### config.mk
export PLATFORM = sky130hd
export DESIGN_NAME = ms_timebase
export DESIGN_NICKNAME = d
export VERILOG_FILES = /design/src/rtl/mtg_pkg.sv /design/src/rtl/mtg_regs.sv /design/src/rtl/mtg_div_stage1.sv /design/src/rtl/mtg_div_stage2.sv /design/src/rtl/ms_timebase.sv
export SDC_FILE = /design/constraint.sdc
export NUM_CORES = 1
export LEC_CHECK = 0
export ABC_AREA = 1
export CORE_MARGIN = 3
export CORE_UTILIZATION = 45
export DETAILED_ROUTE_END_ITERATION = 12
export GPL_ROUTABILITY_DRIVEN = 1
export PLACE_DENSITY = 0.62
export SLEW_MARGIN = 20
export SYNTH_ARGS = -nofsm -noshare
export SYNTH_HDL_FRONTEND = slang
export SYNTH_SLANG_ARGS = --single-unit
export TNS_END_PERCENT = 100
### constraint.sdc
create_clock -name clk -period 2 [get_ports clk]
set_clock_uncertainty 0.1 [all_clocks]
set_input_delay 0.6 -clock clk [delete_from_list [all_inputs] [get_ports clk]]
set_output_delay 0.6 -clock clk [all_outputs]
set_load 0.1 [all_outputs]
### src/rtl/mtg_pkg.sv
// Package: shared constants and select encoding for the millisecond timebase.
// Assumes a byte-wide register bus with a 2-bit select.
package mtg_pkg;
    localparam int BYTE_W = 8;
    localparam int SEL_W  = 2;

    typedef enum logic [SEL_W-1:0] {
        SEL_LO   = 2'd0,
        SEL_HI   = 2'd1,
        SEL_HMS  = 2'd2,
        SEL_NONE = 2'd3
    } mtg_sel_e;
endpackage

### src/rtl/mtg_regs.sv
// Module: register bank holding the two divider bytes and the second-stage
// reload value. Also flags an immediate second-stage load request.
// Assumes single-cycle write strobes. Bit 7 of the select-2 write data is a
// mode flag and is not stored.
module mtg_regs
    import mtg_pkg::*;
#(
    parameter logic [BYTE_W-1:0] LO_RST  = 8'h9F,
    parameter logic [BYTE_W-1:0] HI_RST  = 8'h0F,
    parameter int                HMS_W   = 7,
    parameter logic [HMS_W-1:0]  HMS_RST = 7'h63
) (
    input  logic                clk,
    input  logic                rst_n,
    input  logic                wr_en,
    input  logic [SEL_W-1:0]    reg_sel,
    input  logic [BYTE_W-1:0]   wr_data,
    output logic [BYTE_W-1:0]   rd_data,
    output logic [2*BYTE_W-1:0] div_reload,
    output logic [HMS_W-1:0]    hms_reload,
    output logic                hms_load_now
);
    localparam int PAD_W = BYTE_W - HMS_W;

    logic [BYTE_W-1:0] lo_q, hi_q;
    logic [HMS_W-1:0]  hms_q;

    // Store the written byte in the selected register.
    always_ff @(posedge clk) begin
        if (!rst_n) begin
            lo_q  <= LO_RST;
            hi_q  <= HI_RST;
            hms_q <= HMS_RST;
        end else if (wr_en) begin
            case (mtg_sel_e'(reg_sel))
                SEL_LO:  lo_q  <= wr_data;
                SEL_HI:  hi_q  <= wr_data;
                SEL_HMS: hms_q <= wr_data[HMS_W-1:0];
                default: ;
            endcase
        end
    end

    // Readback mux; the mode flag position always reads as zero.
    always_comb begin
        case (mtg_sel_e'(reg_sel))
            SEL_LO:  rd_data = lo_q;
            SEL_HI:  rd_data = hi_q;
            SEL_HMS: rd_data = {{PAD_W{1'b0}}, hms_q};
            default: rd_data = '0;
        endcase
    end

    // Immediate-load request: a select-2 write with the top data bit set.
    assign hms_load_now = wr_en && (mtg_sel_e'(reg_sel) == SEL_HMS) && wr_data[BYTE_W-1];
    assign div_reload   = {hi_q, lo_q};
    assign hms_reload   = hms_q;
endmodule

### src/rtl/mtg_div_stage1.sv
// Module: first-stage reload divider. It counts down from the reload value
// and strobes while the count is zero, then reloads, so the period is
// reload + 1 clocks.
// Assumes reload is at least 1 when single-cycle pulses are needed.
module mtg_div_stage1 #(
    parameter int                CNT_W = 16,
    parameter logic [CNT_W-1:0]  CNT_RST = 16'h0F9F
) (
    input  logic             clk,
    input  logic             rst_n,
    input  logic [CNT_W-1:0] reload,
    output logic [CNT_W-1:0] count,
    output logic             tick
);
    // Count down; pick up the current reload value at terminal count.
    always_ff @(posedge clk) begin
        if (!rst_n)       count <= CNT_RST;
        else if (tick)    count <= reload;
        else              count <= count - 1'b1;
    end

    // Strobe on the terminal state.
    assign tick = (count == '0);
endmodule

### src/rtl/mtg_div_stage2.sv
// Module: second-stage reload divider. It advances once per first-stage
// strobe and strobes when a first-stage strobe meets a zero count. An
// immediate load request overrides the step due in the same cycle.
// Assumes advance is a one-cycle strobe.
module mtg_div_stage2 #(
    parameter int               CNT_W = 7,
    parameter logic [CNT_W-1:0] CNT_RST = 7'h63
) (
    input  logic             clk,
    input  logic             rst_n,
    input  logic             advance,
    input  logic [CNT_W-1:0] reload,
    input  logic             load_now,
    input  logic [CNT_W-1:0] load_val,
    output logic [CNT_W-1:0] count,
    output logic             tick
);
    // Immediate load first, else reload at expiry, else decrement on advance.
    always_ff @(posedge clk) begin
        if (!rst_n)         count <= CNT_RST;
        else if (load_now)  count <= load_val;
        else if (tick)      count <= reload;
        else if (advance)   count <= count - 1'b1;
    end

    // Strobe when an advance finds the count exhausted.
    assign tick = advance && (count == '0);
endmodule

### src/rtl/ms_timebase.sv
// Module: top of the two-stage millisecond timebase. It joins the register
// bank to the two dividers.
// Assumes a synchronous active-low reset and a byte-wide register bus.
module ms_timebase
    import mtg_pkg::*;
#(
    parameter logic [BYTE_W-1:0] LO_RST  = 8'h9F,
    parameter logic [BYTE_W-1:0] HI_RST  = 8'h0F,
    parameter int                HMS_W   = 7,
    parameter logic [HMS_W-1:0]  HMS_RST = 7'h63
) (
    input  logic              clk,
    input  logic              rst_n,
    input  logic              wr_en,
    input  logic [1:0]        reg_sel,
    input  logic [7:0]        wr_data,
    output logic [7:0]        rd_data,
    output logic              ms_tick,
    output logic              hms_tick
);
    localparam int DIV_W = 2 * BYTE_W;

    logic [DIV_W-1:0] div_reload;
    logic [DIV_W-1:0] div_count;
    logic [HMS_W-1:0] hms_reload;
    logic [HMS_W-1:0] hms_count;
    logic             hms_load_now;

    mtg_regs #(
        .LO_RST(LO_RST), .HI_RST(HI_RST), .HMS_W(HMS_W), .HMS_RST(HMS_RST)
    ) u_regs (
        .clk(clk), .rst_n(rst_n), .wr_en(wr_en), .reg_sel(reg_sel),
        .wr_data(wr_data), .rd_data(rd_data), .div_reload(div_reload),
        .hms_reload(hms_reload), .hms_load_now(hms_load_now)
    );

    mtg_div_stage1 #(
        .CNT_W(DIV_W), .CNT_RST({HI_RST, LO_RST})
    ) u_stage1 (
        .clk(clk), .rst_n(rst_n), .reload(div_reload),
        .count(div_count), .tick(ms_tick)
    );

    mtg_div_stage2 #(
        .CNT_W(HMS_W), .CNT_RST(HMS_RST)
    ) u_stage2 (
        .clk(clk), .rst_n(rst_n), .advance(ms_tick), .reload(hms_reload),
        .load_now(hms_load_now), .load_val(wr_data[HMS_W-1:0]),
        .count(hms_count), .tick(hms_tick)
    );
endmodule

## Yosys cells after proc, flatten, opt, wreduce, memory -nomap -nowiden

Cells that the tools add are included.

- Input port bits: 13
- Output and inout bits: 10
- Flip-flop bits (word level): 46
- Word-level logic and storage cells: 24

- Eq/ne operators: 2
- Multiplexer cells: 5
- Reduce and logical (&&, ||, !) cells: 10
- $add $sub $neg: 2

Operator list:

| cell | count |
|---|---|
| 8-bit one-hot mux with 3 select lines | 1 |
| 7-bit two-way mux | 3 |
| 16-bit logical NOT | 1 |
| 16-bit two-way mux | 1 |
| 16-bit by 1-bit subtractor with 16-bit output (second input constant) | 1 |
| 7-bit logical NOT | 1 |
| 7-bit by 1-bit subtractor with 7-bit output (second input constant) | 1 |
| 2-bit AND reduction | 3 |
| 1-bit logical AND | 3 |
| 3-bit nonzero test | 1 |
| 2-bit by 1-bit equality test with 1-bit output (second input constant) | 1 |
| 2-bit equality test (second input constant) | 1 |
| 2-bit logical NOT | 1 |

## Logic depth before layout (Yosys ltp)

Gate-level depths: netlist (run 1).

- Word-level depth: 4
- Depth in mapped cells: 11
- Depth with buffers taken out: 11

## Hierarchy

A second synthesis (run 1) with hierarchy kept.

- Cell total of the unflattened synthesis: 413
- Area, all modules: 2,731.4 um^2

Modules (own cells, without submodules):

| module | times used | sequential area each (um^2) | area an instance (um^2) | cells an instance |
|---|---|---|---|---|
| mtg_div_stage1 | 1 | 320.3 | 1,118.6 | 184 |
| mtg_regs | 1 | 460.4 | 1,079.8 | 156 |
| mtg_div_stage2 | 1 | 140.1 | 533.0 | 73 |

## Least setup slack after synthesis (run 1)

Ideal clock, no wire load.

- Kind: input-to-output
- From: input reg_sel[0]
- To: output rd_data[0]
- Arrival: 2.439 ns
- Path buffers: 0
- Stages: 4
- Path slack: -1.139 ns
- Required time: 1.300 ns
- Cell sequence: inv_1 > nor2_2 > inv_2 > o221ai_1

- Cells in the longest elaborated chain, start to end: 2
- Elaborated cells between the ends (all ways): 4
- Those cells by class: eq/ne: 2; mux: 1; reduce/logical: 1

Ends and longest elaborated chain:

| element | line | text |
|---|---|---|
| start, declared | ms_timebase.sv:15 | `input logic [1:0] reg_sel,` |
| 2-bit equality test, or another cell as far along | mtg_regs.sv:46 | `case (mtg_sel_e'(reg_sel))` |
| 8-bit one-hot mux with 3 select lines (*) | mtg_regs.sv:46 |  |
| end, declared | ms_timebase.sv:17 | `output logic [7:0] rd_data,` |

Mark *: on every way between the ends. The rest lies on a longest branch, timed or not.

## Final worst setup path (run 1)

- From: register u_stage1.count[12]
- To: output hms_tick

- Cells in the longest elaborated chain, start to end: 2

Ends and longest elaborated chain:

| element | line | text |
|---|---|---|
| start, declared | mtg_div_stage1.sv:12 | `output logic [CNT_W-1:0] count,` |
| start signal, assigned | mtg_div_stage1.sv:18 | `else if (tick) count <= reload;` |
| start signal, assigned | mtg_div_stage1.sv:19 | `else count <= count - 1'b1;` |
| 16-bit logical NOT | mtg_div_stage1.sv:23 | `assign tick = (count == '0);` |
| 1-bit logical AND | mtg_div_stage2.sv:27 | `assign tick = advance && (count == '0);` |
| end, declared | ms_timebase.sv:19 | `output logic hms_tick` |

No other way between the ends.

==> flow_summary.yaml, run 1 <==
final_layout:
  fillCellCount: 484
  diodes: 0
  area_growth_pct: 40.0
  seqCellArea_um2: 927
  drive_gt1_share_pct: 26.6
  finalNetCount: 432
  stdcell_area_um2: 3510
  multiInputGateArea_um2: 1540
  final_cells: 488
yosys:
  synth_cell_types: 35
  synth_seq_cells: 46
  syn-num-nets: 374
  syn_inst: 359
  synth_area_um2: 2510
  yosys_warnings: 0
  ys_seq_area_share_pct: 36.7
  syn_area_per_cell_um2: 6.99
pwr:
  total_power_mw: 2.12
  p_int_mw: 1.50
  peakVddDrop_mv: 0.479
  power.density_nw_per_um2: 604
  p_leak_nw: 1.57
  switching_share_pct: 29.2
  pwr-share-seq_pct: 45.8
  pwr-share-comb_pct: 21.3
  pwr-share-clk_pct: 32.9
  netSwitchingPower_uw: 619
clock_tree:
  clk_path_buf_depth: 2
  cts_tree: "yes"
  htree_num_levels: 2
  insertion_delay_ns: 0.30
  clkTransAtPathRegs_ns: 0.09
  hold_buffers: 0
  cts_buffers: 5
  cts_num_sinks: 46
  cts-root-buf: "clkbuf_8"
timing:
  slew_violations: 0
  worst_pin_slew_ns: 0.401
  rsz0062_at_grt: "true"
  hold_violations: 0
  max-slew-margin-rel_pct: 73.2
  min_period_over_period_pct: 107
  fin_crit_ns: 2.15
  setup_violations: 10
  fmax_mhz: 466
  setup_slack_ns: -0.148
global_route:
  grt_pass1_vias: 2424
  track_usage_pct: 23.9
  antenna_found_initial: 0
  grt_pass1_wl_um: 11800
  globalRoute.totalOverflow: 0
  grt_max_degree: 24
route:
  drtPass1Iterations: 4
  vias_per_cell: 5.08
  drt_iter0_markers: 142
  antenna_left: 0
  num_vias: 2478
  drc: 0
  routed_wl_um: 7000
  routedWlPerCell_um: 14.3
place:
  dp_cells: 469
  port_buffers: 22
  hpwlAfterDp_um: 5490
  place_congestion: 0.868
  dpl-instance-area_um2: 3270
die:
  fp.dieH_um: 80.7
  dieWidth_um: 80.7
  core_um2: 5240
  die-area_um2: 6510
  rows: 26
  start_util_pct: 47.9
  ios: 23
critical_path:
  critical_path_class: "reg -> out"
  critPathRequiredTime_ns: 1.30
  path_max_fanout: 3
  reg2regPathDepth: 9
  reg2reg_slack_ns: 0.15
  start_kind: "register"
  end_kind: "primary output"
  reg2reg_to: "u_stage2.count[0]"
  r2r-start: "u_stage1.count[12]"
  crit_arrival_ns: 1.45
hold_path:
  holdCritStartpoint: "u_regs.hms_reload[6]"
  hold_path_class: "reg -> reg"
  hold-path-cell-count: 2
  holdPathEnd: "u_regs.hms_reload[6]"
run:
  max-cap-violations: 0
status:
  status: "complete, but fails checks"
  violations: "negative setup slack"
## layout by cell type, fill, tap and decap left out, types with 2 or more instances in the layout
| master | instances |
|---|---|
| nand2_1 | 85 |
| inv_1 | 44 |
| dfxtp_1 | 41 |
| buf_4 | 38 |
| nor2_1 | 24 |
| nand3_1 | 22 |
| o21ai_0 | 22 |
| a21oi_1 | 19 |
| o211ai_1 | 17 |
| buf_12 | 11 |
| nor2_4 | 10 |
| clkdlybuf4s50_1 | 10 |
| inv_2 | 7 |
| o221ai_4 | 7 |
| nor2_2 | 7 |
| xor2_1 | 6 |
| nand2_2 | 5 |
| clkbuf_8 | 5 |
| dfxtp_2 | 5 |
| nand4_1 | 3 |
| o21ai_1 | 3 |
| inv_6 | 2 |
| inv_4 | 2 |
| nand2_4 | 2 |
| nor3_1 | 2 |
| xnor2_1 | 2 |
| nor2_8 | 2 |
| ha_4 | 2 |
## stage by stage
| step | hold WS [ns] | worst slack, ns | utilization [%] | setup TNS [ns] |
|---|---|---|---|---|
| after detailed placement | 0.358 | -0.595 | 62.5 | -12.17 |
| after global placement | 0.352 | -0.572 | 62.5 | -11.32 |
| after global routing | 0.413 | -0.239 | 67.1 | -1.03 |
| final | 0.370 | -0.148 | 67.1 | -0.623 |
| after CTS | 0.376 | -0.161 | 66.4 | -0.698 |
| after floorplan | 0.342 | -0.192 | - | -1.43 |
## cells by family after synthesis
family | after synthesis | synth area share [%]
fa+ha+maj | 2 | 0.997
xor+xnor | 8 | 2.79
simple gates | 166 | 31.6
flops | 46 | 36.7
compound gates | 72 | 17.4
buf+inv | 65 | 10.5
## power groups by stage
stage | clock network [mW] | logic (mW) | registers (mW)
after floorplan | 0 | 0.272 | 0.982
after global placement | 0 | 0.430 | 0.991
after detailed placement | 0 | 0.433 | 0.991
after CTS | 0.704 | 0.449 | 0.970
after global routing | 0.746 | 0.481 | 0.974
final | 0.698 | 0.451 | 0.971
## layer usage
metal,vias to the layer above,GRT usage [%],wire length (um)
li1,1288,-,-
met1,1152,31.4,3280
met2,31,41.1,3490
met3,7,3.36,158
met4,0,6.08,74
met5,-,0,0
## critical path, cell delays in order, from the launching register on
cell	delay (ns)
dfxtp_2	0.35
nor2_2	0.13
nand2_1	0.11
nor2_4	0.12
nand3_4	0.10
nor2_4	0.16
buf_12	0.19
## how the worst max path moves through the flow
stage                       startpoint          to  slack [ns]  cells past startpoint
finish              u_stage1.count[12]    hms_tick       -0.15                      6
CTS                  u_stage1.count[0]    hms_tick       -0.16                      7
global placement            reg_sel[1]  rd_data[0]       -0.57                      5
floorplan                   reg_sel[0]  rd_data[2]       -0.19                      3
global route         u_stage1.count[2]    hms_tick       -0.24                      6
detailed placement          reg_sel[1]  rd_data[0]       -0.60                      5
## registers in the layout, indices dropped and copies added (netlist names)
register / cells
u_regs.hms_reload: 7
u_stage1.count: 16
u_regs.hi_q: 8
u_regs.lo_q: 8
u_stage2.count: 7
## synth_stat cells
master    instances  share of area (%)
a21oi_1          19                3.8
a31oi_1           1               0.25
buf_1             1               0.15
buf_2             4               0.80
buf_4             1               0.30
buf_6             1               0.45
clkbuf_1          2               0.30
clkinv_1          1               0.15
dfxtp_1          46                 37
ha_1              2                1.0
inv_1            49                7.3
inv_2             5               0.75
inv_4             1               0.25
nand2_1          87                 13
nand2_2           5                1.2
nand2_4           1               0.45
nand3_1          22                4.4
nand3_4           1               0.70
nand3b_1          1               0.30
nand4_1           3               0.75
nor2_1           27                4.0
nor2_2            9                2.2
nor2_4            5                2.2
nor2_8            2                1.6
nor3_1            2               0.40
o211ai_1         17                5.1
o21ai_0          22                4.4
o21ai_1           3               0.60
o21bai_1          1               0.30
o221ai_1          7                2.4
o22ai_1           1               0.25
o31ai_1           1               0.30
or2_1             1               0.25
xnor2_1           2               0.70
xor2_1            6                2.1
## cell type report
| class | instances | share of cell area (%) |
|---|---|---|
| clock buffers | 6 | 2.07 |
| repair buffers | 60 | 17.7 |
| multi-input cells | 248 | 43.9 |
| clock inverters | 2 | 1.07 |
| well taps | 70 | 2.49 |
| inverters | 56 | 6.41 |
| flip-flops and latches | 46 | 26.4 |
## timing repair
action,CTS,global route
resized for setup,25,3
setup endpoints to repair,17,10
pin swaps,9,7
buffers inserted,7,4
No activity file was read; power rests on OpenSTA's default activity.
==> run 2: changes to the inputs <==
- CAP_MARGIN: unset -> 30
==> results of run 2 <==
Final layout, timing and power as in run 1 (identical DEF).
